--- src/rtl/psd_pkg.sv ---
package psd_pkg;

    typedef enum logic [1:0] {
        ST_LOAD,
        ST_DIRECT,
        ST_SWALLOW,
        ST_MAIN
    } vco_state_t;

    typedef enum logic {
        RS_LOAD,
        RS_COUNT
    } ref_state_t;

    localparam int unsigned REF_CODES = 16;

    // Comparison frequency of each select code, in quarter-kHz units.
    function automatic int unsigned ref_quarter_khz(input int unsigned code);
        case (code)
            0:       return 4;
            1:       return 5;
            2:       return 10;
            3:       return 12;
            4:       return 20;
            5:       return 25;
            6:       return 36;
            7:       return 40;
            8:       return 50;
            9:       return 100;
            10:      return 200;
            default: return 4;
        endcase
    endfunction

    function automatic int unsigned ref_divisor(input int unsigned clk_khz,
                                                input int unsigned code);
        return (clk_khz * 4) / ref_quarter_khz(code);
    endfunction

endpackage

--- src/rtl/psd_ref_div.sv ---
module psd_ref_div
    import psd_pkg::*;
#(
    parameter int unsigned CLK_KHZ = 7200,
    parameter int unsigned REF_W   = 16
) (
    input  logic       clk,
    input  logic       rst_n,
    input  logic [3:0] sel,
    output logic       tick
);

    logic [REF_W-1:0] div_tab [REF_CODES];

    for (genvar g = 0; g < REF_CODES; g++) begin : g_tab
        localparam int unsigned DIVV = ref_divisor(CLK_KHZ, g);
        assign div_tab[g] = REF_W'(DIVV);
    end

    ref_state_t       st_q, st_d;
    logic [REF_W-1:0] cnt_q, cnt_d;
    logic             hit;

    always_comb begin
        st_d  = st_q;
        cnt_d = cnt_q;
        hit   = 1'b0;
        unique case (st_q)
            RS_LOAD: begin
                cnt_d = div_tab[sel];
                st_d  = RS_COUNT;
            end
            RS_COUNT: begin
                if (cnt_q == REF_W'(1)) begin
                    hit   = 1'b1;
                    cnt_d = div_tab[sel];
                end else begin
                    cnt_d = cnt_q - REF_W'(1);
                end
            end
        endcase
    end

    always_ff @(posedge clk or negedge rst_n) begin
        if (!rst_n) begin
            st_q  <= RS_LOAD;
            cnt_q <= '0;
        end else begin
            st_q  <= st_d;
            cnt_q <= cnt_d;
        end
    end

    always_ff @(posedge clk or negedge rst_n) begin
        if (!rst_n) begin
            tick <= 1'b0;
        end else begin
            tick <= hit;
        end
    end

endmodule

--- src/rtl/psd_cfg_clamp.sv ---
module psd_cfg_clamp #(
    parameter int unsigned N_W = 16,
    parameter int unsigned M_W = 12,
    parameter int unsigned A_W = 5
) (
    input  logic [N_W-1:0] n_raw,
    input  logic [M_W-1:0] m_raw,
    input  logic [A_W-1:0] a_raw,
    output logic [N_W-1:0] n_eff,
    output logic [M_W-1:0] m_eff,
    output logic [A_W-1:0] a_eff
);

    logic [M_W-1:0] a_wide;
    logic [M_W-1:0] m_raised;

    assign a_wide = M_W'(a_raw);
    assign a_eff  = a_raw;

    always_comb begin
        n_eff = (n_raw < N_W'(2)) ? N_W'(2) : n_raw;
    end

    always_comb begin
        m_raised = (m_raw < a_wide) ? a_wide : m_raw;
        m_eff    = (m_raised == '0) ? M_W'(1) : m_raised;
    end

endmodule

--- src/rtl/psd_vco_div.sv ---
module psd_vco_div
    import psd_pkg::*;
#(
    parameter int unsigned N_W = 16,
    parameter int unsigned M_W = 12,
    parameter int unsigned A_W = 5
) (
    input  logic           clk,
    input  logic           rst_n,
    input  logic           fin_pulse,
    input  logic           swallow_mode,
    input  logic [N_W-1:0] n_eff,
    input  logic [M_W-1:0] m_eff,
    input  logic [A_W-1:0] a_eff,
    output logic           mod_hi,
    output logic           div_tick,
    output logic           loading
);

    vco_state_t     st_q, st_d;
    logic [N_W-1:0] cnt_q, cnt_d;
    logic [A_W-1:0] acnt_q, acnt_d;
    logic           term;

    vco_state_t     ld_state;
    logic [N_W-1:0] ld_cnt;

    always_comb begin
        if (swallow_mode) begin
            ld_state = (a_eff != '0) ? ST_SWALLOW : ST_MAIN;
            ld_cnt   = N_W'(m_eff);
        end else begin
            ld_state = ST_DIRECT;
            ld_cnt   = n_eff;
        end
    end

    always_comb begin
        st_d   = st_q;
        cnt_d  = cnt_q;
        acnt_d = acnt_q;
        term   = 1'b0;
        unique case (st_q)
            ST_LOAD: begin
                st_d   = ld_state;
                cnt_d  = ld_cnt;
                acnt_d = a_eff;
            end
            ST_DIRECT, ST_MAIN: begin
                if (fin_pulse) begin
                    if (cnt_q == N_W'(1)) begin
                        term   = 1'b1;
                        st_d   = ld_state;
                        cnt_d  = ld_cnt;
                        acnt_d = a_eff;
                    end else begin
                        cnt_d = cnt_q - N_W'(1);
                    end
                end
            end
            ST_SWALLOW: begin
                if (fin_pulse) begin
                    if (cnt_q == N_W'(1)) begin
                        term   = 1'b1;
                        st_d   = ld_state;
                        cnt_d  = ld_cnt;
                        acnt_d = a_eff;
                    end else begin
                        cnt_d  = cnt_q - N_W'(1);
                        acnt_d = acnt_q - A_W'(1);
                        if (acnt_q == A_W'(1)) begin
                            st_d = ST_MAIN;
                        end
                    end
                end
            end
        endcase
    end

    always_ff @(posedge clk or negedge rst_n) begin
        if (!rst_n) begin
            st_q   <= ST_LOAD;
            cnt_q  <= '0;
            acnt_q <= '0;
        end else begin
            st_q   <= st_d;
            cnt_q  <= cnt_d;
            acnt_q <= acnt_d;
        end
    end

    always_ff @(posedge clk or negedge rst_n) begin
        if (!rst_n) begin
            div_tick <= 1'b0;
        end else begin
            div_tick <= term;
        end
    end

    assign mod_hi  = (st_q == ST_SWALLOW);
    assign loading = (st_q == ST_LOAD);

endmodule

--- src/rtl/psd_synth_divider.sv ---
module psd_synth_divider #(
    parameter int unsigned PRESCALE = 32,
    parameter int unsigned N_W      = 16,
    parameter int unsigned M_W      = 12,
    parameter int unsigned CLK_KHZ  = 7200,
    parameter int unsigned REF_W    = 16,
    localparam int unsigned A_W     = $clog2(PRESCALE)
) (
    input  logic           clk,
    input  logic           rst_n,
    input  logic           fin_pulse,
    input  logic           swallow_mode,
    input  logic [N_W-1:0] div_n,
    input  logic [M_W-1:0] div_m,
    input  logic [A_W-1:0] div_a,
    input  logic [3:0]     ref_sel,
    output logic           mod_hi,
    output logic           vco_div_pulse,
    output logic           ref_div_pulse
);

    logic [N_W-1:0] n_eff;
    logic [M_W-1:0] m_eff;
    logic [A_W-1:0] a_eff;
    logic           vco_loading;

    psd_cfg_clamp #(
        .N_W(N_W),
        .M_W(M_W),
        .A_W(A_W)
    ) u_clamp (
        .n_raw(div_n),
        .m_raw(div_m),
        .a_raw(div_a),
        .n_eff(n_eff),
        .m_eff(m_eff),
        .a_eff(a_eff)
    );

    psd_vco_div #(
        .N_W(N_W),
        .M_W(M_W),
        .A_W(A_W)
    ) u_vco (
        .clk(clk),
        .rst_n(rst_n),
        .fin_pulse(fin_pulse),
        .swallow_mode(swallow_mode),
        .n_eff(n_eff),
        .m_eff(m_eff),
        .a_eff(a_eff),
        .mod_hi(mod_hi),
        .div_tick(vco_div_pulse),
        .loading(vco_loading)
    );

    psd_ref_div #(
        .CLK_KHZ(CLK_KHZ),
        .REF_W(REF_W)
    ) u_ref (
        .clk(clk),
        .rst_n(rst_n),
        .sel(ref_sel),
        .tick(ref_div_pulse)
    );

endmodule

--- config.mk ---
export PLATFORM = sky130hd
export DESIGN_NAME = psd_synth_divider
export DESIGN_NICKNAME = d
export VERILOG_FILES = /design/src/rtl/psd_pkg.sv /design/src/rtl/psd_ref_div.sv /design/src/rtl/psd_cfg_clamp.sv /design/src/rtl/psd_vco_div.sv /design/src/rtl/psd_synth_divider.sv
export SDC_FILE = /design/constraint.sdc
export NUM_CORES = 1
export LEC_CHECK = 0
export BUFFER_PORTS_ARGS = -buffer_cell sky130_fd_sc_hd__buf_4
export CORE_UTILIZATION = 60
export DETAILED_ROUTE_END_ITERATION = 8
export PLACE_DENSITY = 0.93
export SKIP_CTS_REPAIR_TIMING = 1
export SYNTH_ARGS = -nofsm -noshare
export SYNTH_HDL_FRONTEND = slang
export SYNTH_SLANG_ARGS = --single-unit
export TNS_END_PERCENT = 10
--- constraint.sdc ---
create_clock -name clk -period 3.9 [get_ports clk]
set_clock_uncertainty 0.2 [all_clocks]
set_input_delay 0.39 -clock clk [delete_from_list [all_inputs] [get_ports clk]]
set_output_delay 0.39 -clock clk [all_outputs]
set_load 0.01 [all_outputs]
==> results.yml <==
timing:
  post-route-period-util_pct: 74.0
  max_freq_mhz: 347
  tightestPinTransition_ps: 833
  maxSlewViolCount: 0
  hold_violations: 0
  period_needed_ps: 2890
  fin_setup_tns_ps: 0
  relSlewSlack_pct: 44.5
  rsz0062_at_grt: "no"
  holdWs_ps: 114
  setup_viol: 0
synth:
  synth_cells: 351
  ys_seq_area_share_pct: 35.8
  synth-edff-count: 0
  netlist_area_um2: 2930
  yosysWarningCount: 0
  ys_top_cells_by_area: "dfrtp_1, nor2_1, ha_1"
  synth_most_common_cell: "nor2_1"
  ys_seq_elements: 42
  synthArstFlopShare_pct: 100
  synth.avg_cell_area_um2: 8.36
  syn_nets: 406
  yosysUniqueCellTypes: 58
  synth.top_cell.area_share_pct: 35.8
  yosys-top-cells-count: "nor2_1, dfrtp_1, o21ai_0"
  yosysTopAreaCell: "dfrtp_1"
  ys.flop_type: "dfrtp_1"
setup_path:
  critical_path.slowest_cell: "o22ai_2"
  crit_arrival_ps: 2940
  critical_path.top_delay_family: "simple AND/OR/NAND/NOR gates"
  required_ps: 3950
  slowest_delay_ps: 680
  criticalPathCategory: "register to register"
  startpoint_type: "register"
  worstPathMaxFanout: 23
  path_buf_inv: 0
  end_kind: "register"
  crit_chain: "or4_4 -> or2_1 -> o22ai_2 -> nor2_1 -> a22oi_1 -> o22a_2"
placement:
  gp_congestion: 0.919
  dp_hpwl_mm: 5.05
  post_dp_cell_area_um2: 3220
  port_buffers: 43
cts:
  cts_tree: "yes"
  htree_levels: 2
  clock-sinks: 42
  cts_made_buffers: 5
  cts-root-buf: "clkbuf_8"
  insertion_delay_ps: 300
  clock_path_buffers: 2
  cts.clk_slew.worst_paths_ps: 90
final_layout:
  drive_above_1_share_pct: 15.5
  final-seq-area_um2: 1050
  final_nets: 440
  multi_input_area_um2: 1690
  area_delta_synth_final_pct: 13.2
  fill_cells: 390
  n_antenna_cell: 0
  design_area_um2: 3320
grt:
  grt_max_degree: 43
  grt_usage_pct: 28.2
  grt_overflow: 0
  antenna_found_initial: 0
  grt_pass1_wl_mm: 11.5
  grt_pass1_vias: 2568
floorplan:
  coreArea_um2: 4720
  num_rows: 25
  io_pins: 44
  start_util_pct: 62.1
  die_area_um2: 5170
  die_w_um: 71.9
  die_y_um: 71.9
drt:
  dr.pass1.iters: 5
  drt_wl_total_mm: 6.80
  first_iter_violations: 215
  post_drt_wl_per_cell_um: 15.0
  drc: 0
  viasPerCell: 6.06
  num_vias: 2747
  ant_nets: 0
power:
  pwr-share-clk_pct: 23.7
  sequentialPowerShare_pct: 49.7
  p_sw_mw: 0.424
  pwr-share-comb_pct: 26.6
  intPower_mw: 0.805
  ir_drop_v: 0.000224
  power_density_nw_per_um2: 370
  p_leak_nw: 1.43
  switching_share_pct: 34.5
run:
  maxCapViolCount: 0
hold_path:
  hold_path.class: "input port to register"
status:
  outcome: "finished clean"
[area by class of cell]
class	instances	area share, %
Multi-Input combinational cell	273	50.7
Inverter	18	2.03
Sequential cell	42	31.6
Timing Repair Buffer	45	10.2
Clock inverter	3	0.753
Clock buffer	5	2.07
Tap cell	67	2.52
[through the flow]
step | utilization (%) | total power [mW] | worst slack [ps] | instances
final | 70.3 | 1.23 | 1010 | 453
after global routing | 70.3 | 1.31 | 817 | 453
after CTS | 70.1 | 1.23 | 1030 | 452
after detailed placement | 68.1 | 0.936 | 1050 | 444
after global placement | 68.1 | 0.915 | 1130 | 444
after floorplan | - | 0.839 | 1420 | 351
[routing by layer]
metal	global-route usage (%)	up-vias	wire [µm]
met5	0	-	0
met3	5.69	4	353
met4	5.45	0	28
li1	-	1334	-
met2	49.7	92	3450
met1	36.1	1317	2960
[placed cells by master, fill, tap and decap left out, types with 2 or more instances in the layout]
cell / Yosys / final
o21ai_0: 30 / 30
a211o_1: 2 / 2
dfrtp_1: 42 / 42
a221oi_1: 2 / 2
mux2i_1: 9 / 9
nor4_1: 11 / 11
nor3_1: 16 / 16
buf_4: 1 / 44
o311a_1: 2 / 2
o22ai_1: 3 / 3
nor2_1: 48 / 48
or3_1: 4 / 4
a211oi_1: 3 / 3
ha_1: 14 / 14
a311oi_1: 2 / 2
nor2b_1: 5 / 5
inv_1: 18 / 18
a21oi_1: 27 / 27
xor2_1: 4 / 4
nand3_1: 14 / 14
or2_2: 2 / 2
xnor2_1: 8 / 8
clkbuf_8: 0 / 5
o22a_2: 2 / 2
nor3b_1: 2 / 2
o31ai_1: 2 / 2
a221o_1: 2 / 2
and2_1: 2 / 2
nand2b_1: 6 / 6
a22oi_1: 2 / 2
nand4_1: 7 / 7
a22o_1: 2 / 2
nand2_1: 16 / 16
a31oi_1: 3 / 3
[flip-flops by register name, indices dropped and copies added (netlist names)]
| name | flops |
|---|---|
| u_ref.st_q | 1 |
| u_vco.div_tick | 1 |
| u_ref.cnt_q | 16 |
| u_ref.tick | 1 |
| u_vco.cnt_q | 16 |
| u_vco.st_q | 2 |
| u_vco.acnt_q | 5 |
[logic make-up (layout without fill, tap and decap cells)]
kind of cell             after synthesis  count (layout)  synth area share [%]
AO/OA/AOI/OAI                         99              99                  21.7
buffers and inverters                 36              71                  6.74
flip-flops                            42              42                  35.8
adder cells (fa/ha/maj)               14              14                  5.97
multiplexers                           9               9                  3.07
other                                  1               1                 0.128
XOR/XNOR                              12              12                  3.58
AND/OR/NAND/NOR                      138             138                  23.0
[power groups by stage]
stage | clock network [mW] | logic, mW | registers [mW]
global placement | 0 | 0.306 | 0.609
floorplan | 0 | 0.255 | 0.584
global route | 0.317 | 0.368 | 0.622
detailed placement | 0 | 0.323 | 0.614
finish | 0.291 | 0.327 | 0.611
CTS | 0.301 | 0.326 | 0.608
[worst paths after layout]
kind	slack [ps]	end	start	cells past startpoint
hold reg to reg	330	u_vco.cnt_q[10]	u_vco.cnt_q[10]	1
setup / recovery	1010	u_vco.cnt_q[7]	u_vco.cnt_q[7]	6
hold / removal	110	u_vco.st_q[0]	fin_pulse	2
setup reg to reg	1010	u_vco.cnt_q[7]	u_vco.cnt_q[7]	6
min in group asynchronous	410	u_ref.cnt_q[1]	rst_n	2
max in group asynchronous	2710	u_vco.st_q[0]	rst_n	2
No activity file was read; power rests on OpenSTA's default activity.
